**config.mk**
```make
export PLATFORM = sky130hd
export DESIGN_NAME = rdp_rom_read
export DESIGN_NICKNAME = d
export VERILOG_FILES = /design/src/rtl/rdp_pkg.sv /design/src/rtl/rdp_addr_path.sv /design/src/rtl/rdp_cell_array.sv /design/src/rtl/rdp_lat_timer.sv /design/src/rtl/rdp_lane_mux.sv /design/src/rtl/rdp_rom_read.sv
export SDC_FILE = /design/constraint.sdc
export NUM_CORES = 1
export LEC_CHECK = 0
export BUFFER_PORTS_ARGS = -buffer_cell sky130_fd_sc_hd__buf_2
export CELL_PAD_IN_SITES_DETAIL_PLACEMENT = 1
export CELL_PAD_IN_SITES_GLOBAL_PLACEMENT = 1
export CORE_UTILIZATION = 45
export DETAILED_ROUTE_END_ITERATION = 16
export GPL_TIMING_DRIVEN = 0
export PLACE_DENSITY = 0.85
export SLEW_MARGIN = 25
export SYNTH_ARGS = -nofsm -noshare
export SYNTH_HDL_FRONTEND = slang
export SYNTH_SLANG_ARGS = --single-unit
export TNS_END_PERCENT = 1
```
**constraint.sdc**
```tcl
create_clock -name clk -period 4.5 [get_ports clk]
set_clock_uncertainty 0.2 [all_clocks]
set_input_delay 0.45 -clock clk [delete_from_list [all_inputs] [get_ports clk]]
set_output_delay 0.45 -clock clk [all_outputs]
set_load 0.03 [all_outputs]
```
**src/rtl/rdp_pkg.sv**
```systemverilog
package rdp_pkg;
  // Deterministic array contents: a pure function of the byte address
  function automatic logic [7:0] pat_byte(input int unsigned ba);
    int unsigned m;
    m = ba * 29;
    return 8'(m) ^ 8'(ba >> 3) ^ 8'hA5;
  endfunction
endpackage

```
**src/rtl/rdp_addr_path.sv**
```systemverilog
module rdp_addr_path #(
  parameter int ADDR_W = 6,
  parameter int PAGE_W = 3,
  localparam int BYTE_AW = ADDR_W + 2,
  localparam int PKEY_W = ADDR_W - PAGE_W + 2
) (
  input  logic               ce_n,
  input  logic               oe_lo_n,
  input  logic               oe_hi_n,
  input  logic               org_word,
  input  logic [ADDR_W-1:0]  addr,
  input  logic               lsb_in,
  output logic               active,
  output logic               conflict,
  output logic [BYTE_AW-1:0] byte_addr,
  output logic [PKEY_W-1:0]  page_key,
  output logic [PAGE_W:0]    off_key
);
  logic half;
  logic lsb_eff;

  // exactly one output enable low -> active; that pin names the half
  assign active   = !ce_n && (oe_lo_n ^ oe_hi_n);
  assign conflict = !ce_n && !oe_lo_n && !oe_hi_n;
  assign half     = oe_lo_n;
  assign lsb_eff  = org_word ? 1'b0 : lsb_in;

  assign byte_addr = {half, addr, lsb_eff};
  assign page_key  = {org_word, half, addr[ADDR_W-1:PAGE_W]};
  assign off_key   = {addr[PAGE_W-1:0], lsb_eff};
endmodule

```
**src/rtl/rdp_cell_array.sv**
```systemverilog
module rdp_cell_array
  import rdp_pkg::*;
#(
  parameter int BYTE_AW = 8,
  localparam int N_BYTES = 1 << BYTE_AW
) (
  input  logic [BYTE_AW-1:0] byte_addr,
  output logic [7:0]         byte_rd,
  output logic [15:0]        word_rd
);
  logic [7:0] mem [N_BYTES];

  for (genvar i = 0; i < N_BYTES; i++) begin : g_cell
    assign mem[i] = pat_byte(i);
  end

  assign byte_rd = mem[byte_addr];
  assign word_rd = {mem[{byte_addr[BYTE_AW-1:1], 1'b1}],
                    mem[{byte_addr[BYTE_AW-1:1], 1'b0}]};
endmodule

```
**src/rtl/rdp_lat_timer.sv**
```systemverilog
module rdp_lat_timer #(
  parameter int ADDR_W = 6,
  parameter int PAGE_W = 3,
  parameter int RAND_LAT = 4,
  parameter int PAGE_LAT = 2,
  localparam int PKEY_W = ADDR_W - PAGE_W + 2,
  localparam int CW = $clog2(RAND_LAT + 1)
) (
  input  logic              clk,
  input  logic              rst_n,
  input  logic              active,
  input  logic [PKEY_W-1:0] page_key,
  input  logic [PAGE_W:0]   off_key,
  output logic              valid,
  output logic              new_page,
  output logic              new_off
);
  logic [PKEY_W-1:0] page_q;
  logic [PAGE_W:0]   off_q;
  logic              act_q;
  logic [CW-1:0]     cnt_q;

  assign new_page = !act_q || (page_key != page_q);
  assign new_off  = off_key != off_q;
  assign valid    = active && !new_page && !new_off && (cnt_q == '0);

  always_ff @(posedge clk or negedge rst_n) begin
    if (!rst_n) begin
      page_q <= '0;
      off_q  <= '0;
      act_q  <= 1'b0;
      cnt_q  <= '0;
    end else begin
      page_q <= page_key;
      off_q  <= off_key;
      act_q  <= active;
      if (active) begin
        if (new_page)          cnt_q <= CW'(RAND_LAT - 1);
        else if (new_off)      cnt_q <= CW'(PAGE_LAT - 1);
        else if (cnt_q != '0)  cnt_q <= cnt_q - 1'b1;
      end
    end
  end

  if (RAND_LAT > 1) begin : g_rand_chk
    AST_NEWPAGE_WAIT: assert property (@(posedge clk) disable iff (!rst_n)
      (active && new_page) |=> !valid);
  end
  if (PAGE_LAT > 1) begin : g_page_chk
    AST_PAGE_WAIT: assert property (@(posedge clk) disable iff (!rst_n)
      (active && !new_page && new_off) |=> !valid);
  end
  AST_IDLE_NOVALID: assert property (@(posedge clk) disable iff (!rst_n)
    !active |-> !valid);
endmodule

```
**src/rtl/rdp_lane_mux.sv**
```systemverilog
module rdp_lane_mux (
  input  logic        active,
  input  logic        valid,
  input  logic        org_word,
  input  logic [7:0]  byte_rd,
  input  logic [15:0] word_rd,
  output logic [15:0] dout,
  output logic [15:0] dout_en
);
  always_comb begin
    dout    = '0;
    dout_en = '0;
    if (active) begin
      if (org_word) begin
        dout_en = 16'hFFFF;
        if (valid) dout = word_rd;
      end else begin
        dout_en = 16'h00FF;
        if (valid) dout[7:0] = byte_rd;
      end
    end
  end

  always_comb begin
    if (!org_word) AST_BYTE_UPPER_HIZ: assert (dout_en[15:8] == 8'h00);
  end
endmodule

```
**src/rtl/rdp_rom_read.sv**
```systemverilog
module rdp_rom_read #(
  parameter int ADDR_W = 6,
  parameter int PAGE_W = 3,
  parameter int RAND_LAT = 4,
  parameter int PAGE_LAT = 2
) (
  input  logic              clk,
  input  logic              rst_n,
  input  logic              ce_n,
  input  logic              oe_lo_n,
  input  logic              oe_hi_n,
  input  logic              org_word,
  input  logic [ADDR_W-1:0] addr,
  input  logic              lsb_in,
  output logic [15:0]       dout,
  output logic [15:0]       dout_en,
  output logic              valid,
  output logic              err
);
  localparam int BYTE_AW = ADDR_W + 2;
  localparam int PKEY_W = ADDR_W - PAGE_W + 2;

  logic               active;
  logic               conflict;
  logic [BYTE_AW-1:0] byte_addr;
  logic [PKEY_W-1:0]  page_key;
  logic [PAGE_W:0]    off_key;
  logic [7:0]         byte_rd;
  logic [15:0]        word_rd;
  logic               new_page;
  logic               new_off;

  rdp_addr_path #(.ADDR_W(ADDR_W), .PAGE_W(PAGE_W)) u_addr (
    .ce_n(ce_n), .oe_lo_n(oe_lo_n), .oe_hi_n(oe_hi_n), .org_word(org_word),
    .addr(addr), .lsb_in(lsb_in), .active(active), .conflict(conflict),
    .byte_addr(byte_addr), .page_key(page_key), .off_key(off_key));

  rdp_cell_array #(.BYTE_AW(BYTE_AW)) u_cells (
    .byte_addr(byte_addr), .byte_rd(byte_rd), .word_rd(word_rd));

  rdp_lat_timer #(.ADDR_W(ADDR_W), .PAGE_W(PAGE_W), .RAND_LAT(RAND_LAT),
                  .PAGE_LAT(PAGE_LAT)) u_timer (
    .clk(clk), .rst_n(rst_n), .active(active), .page_key(page_key),
    .off_key(off_key), .valid(valid), .new_page(new_page), .new_off(new_off));

  rdp_lane_mux u_mux (
    .active(active), .valid(valid), .org_word(org_word), .byte_rd(byte_rd),
    .word_rd(word_rd), .dout(dout), .dout_en(dout_en));

  assign err = conflict;

  AST_STANDBY_HIZ: assert property (@(posedge clk) disable iff (!rst_n)
    ce_n |-> (dout_en == 16'h0 && !err));
  AST_CONFLICT_HIZ: assert property (@(posedge clk) disable iff (!rst_n)
    (!ce_n && !oe_lo_n && !oe_hi_n) |-> (err && dout_en == 16'h0));
  AST_BOTH_HIGH_HIZ: assert property (@(posedge clk) disable iff (!rst_n)
    (!ce_n && oe_lo_n && oe_hi_n) |-> (dout_en == 16'h0 && !err));
  AST_WORD_LANES: assert property (@(posedge clk) disable iff (!rst_n)
    (valid && org_word) |-> (dout_en == 16'hFFFF));
endmodule

```
==> insert_results.sql <==
INSERT INTO impl_metrics (metric_group, metric, value, unit) VALUES
('power_and_ir_drop', 'cellInternalPower', '0.306', 'mW'),
('global_route', 'grt_overflow_total', '0', ''),
('global_route', 'grt_start_max_net_pins', '23', ''),
('sta', 'hold_viol', '0', ''),
('critical_path', 'cp_num_buf_inv', '4', ''),
('sta', 'actual_slew_at_the_worst_max_slew_pin', '0.855', 'ns'),
('floorplanning', 'floorplan.io_pins', '47', ''),
('yosys', 'synth_area_per_cell', '7.04', 'µm²'),
('power_and_ir_drop', 'netSwitchingFraction', '47.3', '%'),
('power_and_ir_drop', 'power.clock.fraction', '19.4', '%'),
('route', 'num_vias', '3742', ''),
('layout', 'diodes', '0', ''),
('layout', 'area_delta_synth_final', '12.6', '%'),
('clock_tree', 'clockBufferDepth', '2', ''),
('critical_path', 'cpPeakStageDelay', '0.51', 'ns'),
('layout', 'final_cell_count_no_fill', '552', ''),
('critical_path', 'timing.critical_path.required', '3.85', 'ns'),
('route', 'drt_first_pass_iters', '5', ''),
('layout', 'design.final.nets', '508', ''),
('sta', 'fmax', '228', 'MHz'),
('run_status', 'outcome', 'completed', ''),
('sta', 'rsz_0062_raised_after_global_routing', 'false', ''),
('power_and_ir_drop', 'combinationalPowerShare', '58.6', '%'),
('global_route', 'first_global_vias', '3659', ''),
('yosys', 'synth_area', '3000', 'µm²'),
('critical_path', 'critical_path_arrival', '3.74', 'ns'),
('critical_path', 'worst-path-max-fanout', '22', ''),
('global_route', 'gr-usage-all-layers', '35.6', '%'),
('power_and_ir_drop', 'total_leakage_power', '1.47', 'nW'),
('min_path', 'timing.hold.worst.class', 'input port to flip-flop', ''),
('critical_path', 'library_cell_contributing_the_largest_single_delay_on_the_critical_path', 'sky130_fd_sc_hd__inv_1', ''),
('critical_path', 'timing.critical_path.from_type', 'input port', ''),
('clock_tree', 'root_buf_cell', 'sky130_fd_sc_hd__clkbuf_8', ''),
('clock_tree', 'tritoncts', 'built', ''),
('placed_design', 'portBuffers', '46', ''),
('placed_design', 'placedInstanceArea', '3320', 'µm²'),
('sta', 'final_period_util', '97.6', '%'),
('critical_path', 'critPathTopFamily', 'buffers and inverters', ''),
('placed_design', 'place_congestion', '1.06', ''),
('sta', 'timing_max_transition_violations_final', '0', ''),
('yosys', 'synth_nets', '458', ''),
('critical_path', 'worst_reg2reg_startpoint', 'u_timer.page_q[4]', ''),
('floorplanning', 'fp.dieW', '83.6', 'µm'),
('layout', 'seq_area', '325', 'µm²'),
('yosys', 'netlist_top_cells_area', 'sky130_fd_sc_hd__dfrtp_1 (11%), sky130_fd_sc_hd__ha_1 (7.9%), sky130_fd_sc_hd__o21ai_0 (5.8%), sky130_fd_sc_hd__nand2_1 (5.4%), sky130_fd_sc_hd__a21oi_1 (4.7%)', ''),
('clock_tree', 'clock_sinks', '13', ''),
('route', 'drt_first_iter_violations', '398', ''),
('layout', 'postLayoutCoreUtil', '52.9', '%'),
('route', 'drc', '0', ''),
('route', 'ant_nets', '0', ''),
('critical_path', 'endpoint_kind', 'output port', ''),
('power_and_ir_drop', 'sw_pwr', '0.274', 'mW'),
('power_and_ir_drop', 'overall_power_consumption', '0.580', 'mW'),
('yosys', 'netlist.area_leader.share', '10.9', '%'),
('clock_tree', 'clk_pin_slew', '0.06', 'ns'),
('yosys', 'post_synth_edffs', '0', ''),
('clock_tree', 'clock_buffer_count_from_cts', '3', ''),
('yosys', 'yosysWarnings', '0', ''),
('placed_design', 'place_inst', '549', ''),
('floorplanning', 'placeableCoreArea', '6390', 'µm²'),
('power_and_ir_drop', 'peakVddDrop', '0.000140', 'V'),
('clock_tree', 'htree_num_levels', '1', ''),
('critical_path', 'crit_path_cell_trace', 'buf_2 > inv_1 > ha_1 > clkbuf_1 > nand2b_1 > o21ai_0 > a221oi_1 > nor2_1 > a2111o_1 > a21oi_1 > buf_2', ''),
('yosys', 'sequential_element_share_of_the_synthesized_area', '10.9', '%'),
('route', 'wirelength', '12.4', 'mm'),
('layout', 'fill_cells', '863', ''),
('route', 'wire_per_inst', '22.4', 'µm'),
('critical_path', 'worstSetupPathType', 'input port to output port', ''),
('critical_path', 'cp-startpoint', 'addr[0]', ''),
('placed_design', 'hpwl', '9.08', 'mm'),
('sta', 'setup_violations', '0', '');
[kinds of logic (layout without fill, tap and decap cells)]
group / count (synthesis) / in the layout / share of synthesized area, %
flops: 13 / 13 / 10.9
buf+inv: 74 / 123 / 12.7
xor+xnor: 20 / 20 / 6.47
simple gates: 146 / 146 / 24.7
mux: 11 / 11 / 4.76
compound gates: 143 / 143 / 32.6
fa+ha+maj: 19 / 19 / 7.93
[path summary, 6_finish.rpt]
| kind | cells past startpoint | slack [ns] | end |
|---|---|---|---|
| worst max-delay path | 11 | 0.11 | dout[7] |
| worst min-delay path | 1 | 0.11 | u_timer.page_q[2] |
| worst max register to register | 6 | 2.52 | u_timer.cnt_q[0] |
| worst min register to register | 2 | 0.31 | u_timer.cnt_q[2] |
| max in group asynchronous | 2 | 3.44 | u_timer.page_q[4] |
| min in group asynchronous | 2 | 0.42 | u_timer.cnt_q[1] |
[cell type report]
class                      count  share of cell area [%]
multi-input combinational    339                    67.9
sequential                    13                    9.63
buffer                        56                    9.30
timing repair buffer          47                    7.11
tap                           77                    2.85
inverter                      16                    1.89
clock buffer                   4                    1.33
[per-layer routing]
layer	vias up	track usage [%]	part of all wire, %
li1	1640	-	-
met1	1787	46.8	40
met2	267	57.9	45
met3	48	5.93	11
met4	0	13.7	3.5
met5	-	0	0
[metrics by stage]
stage	hold WS, ns	setup WS [ns]
2_1_floorplan	-0.0456	0.635
3_3_place_gp	0.143	-0.109
3_5_place_dp	0.159	-0.235
4_1_cts	0.112	0.00952
5_1_grt	0.123	0.0151
6_report	0.110	0.108
[state kept, by name, indices dropped and copies added (netlist names)]
| signal | cells |
|---|---|
| u_timer.act_q | 1 |
| u_timer.off_q | 4 |
| u_timer.cnt_q | 3 |
| u_timer.page_q | 5 |
[placed cells by master, fill, tap and decap left out, drive strengths merged, types with 3 or more instances in the layout]
cell type	n
a21boi	3
o311ai	5
nor3	7
mux2i	3
a211oi	11
o21ai	35
buf	86
a311oi	4
or2	3
inv	14
and2	4
nand3	15
nand2b	10
mux2	6
a31oi	5
o2111ai	4
nor2	33
nand2	43
clkbuf	20
xnor2	8
dfrtp	13
and3	3
nor4	4
o22ai	3
nor3b	4
xor2	12
o211ai	12
a221oi	5
o31ai	4
nor2b	13
ha	19
a21oi	28
[power groups by stage]
stage               registers (mW)  clock network (mW)  logic (mW)
global placement             0.128                   0       0.319
finish                       0.127               0.113       0.340
CTS                          0.127               0.112       0.330
floorplan                    0.128                   0       0.234
global route                 0.128               0.117       0.364
detailed placement           0.129                   0       0.328
[timing repair]
item / 4_1_cts / 5_1_grt
endpoints found under the hold margin: 13 / 0
resized for setup: 0 / 4
setup endpoints to repair: 3 / 4
hold buffers: 1 / 0
setup buffers: 0 / 0
Note: power is estimated with default switching activity, not from simulation.
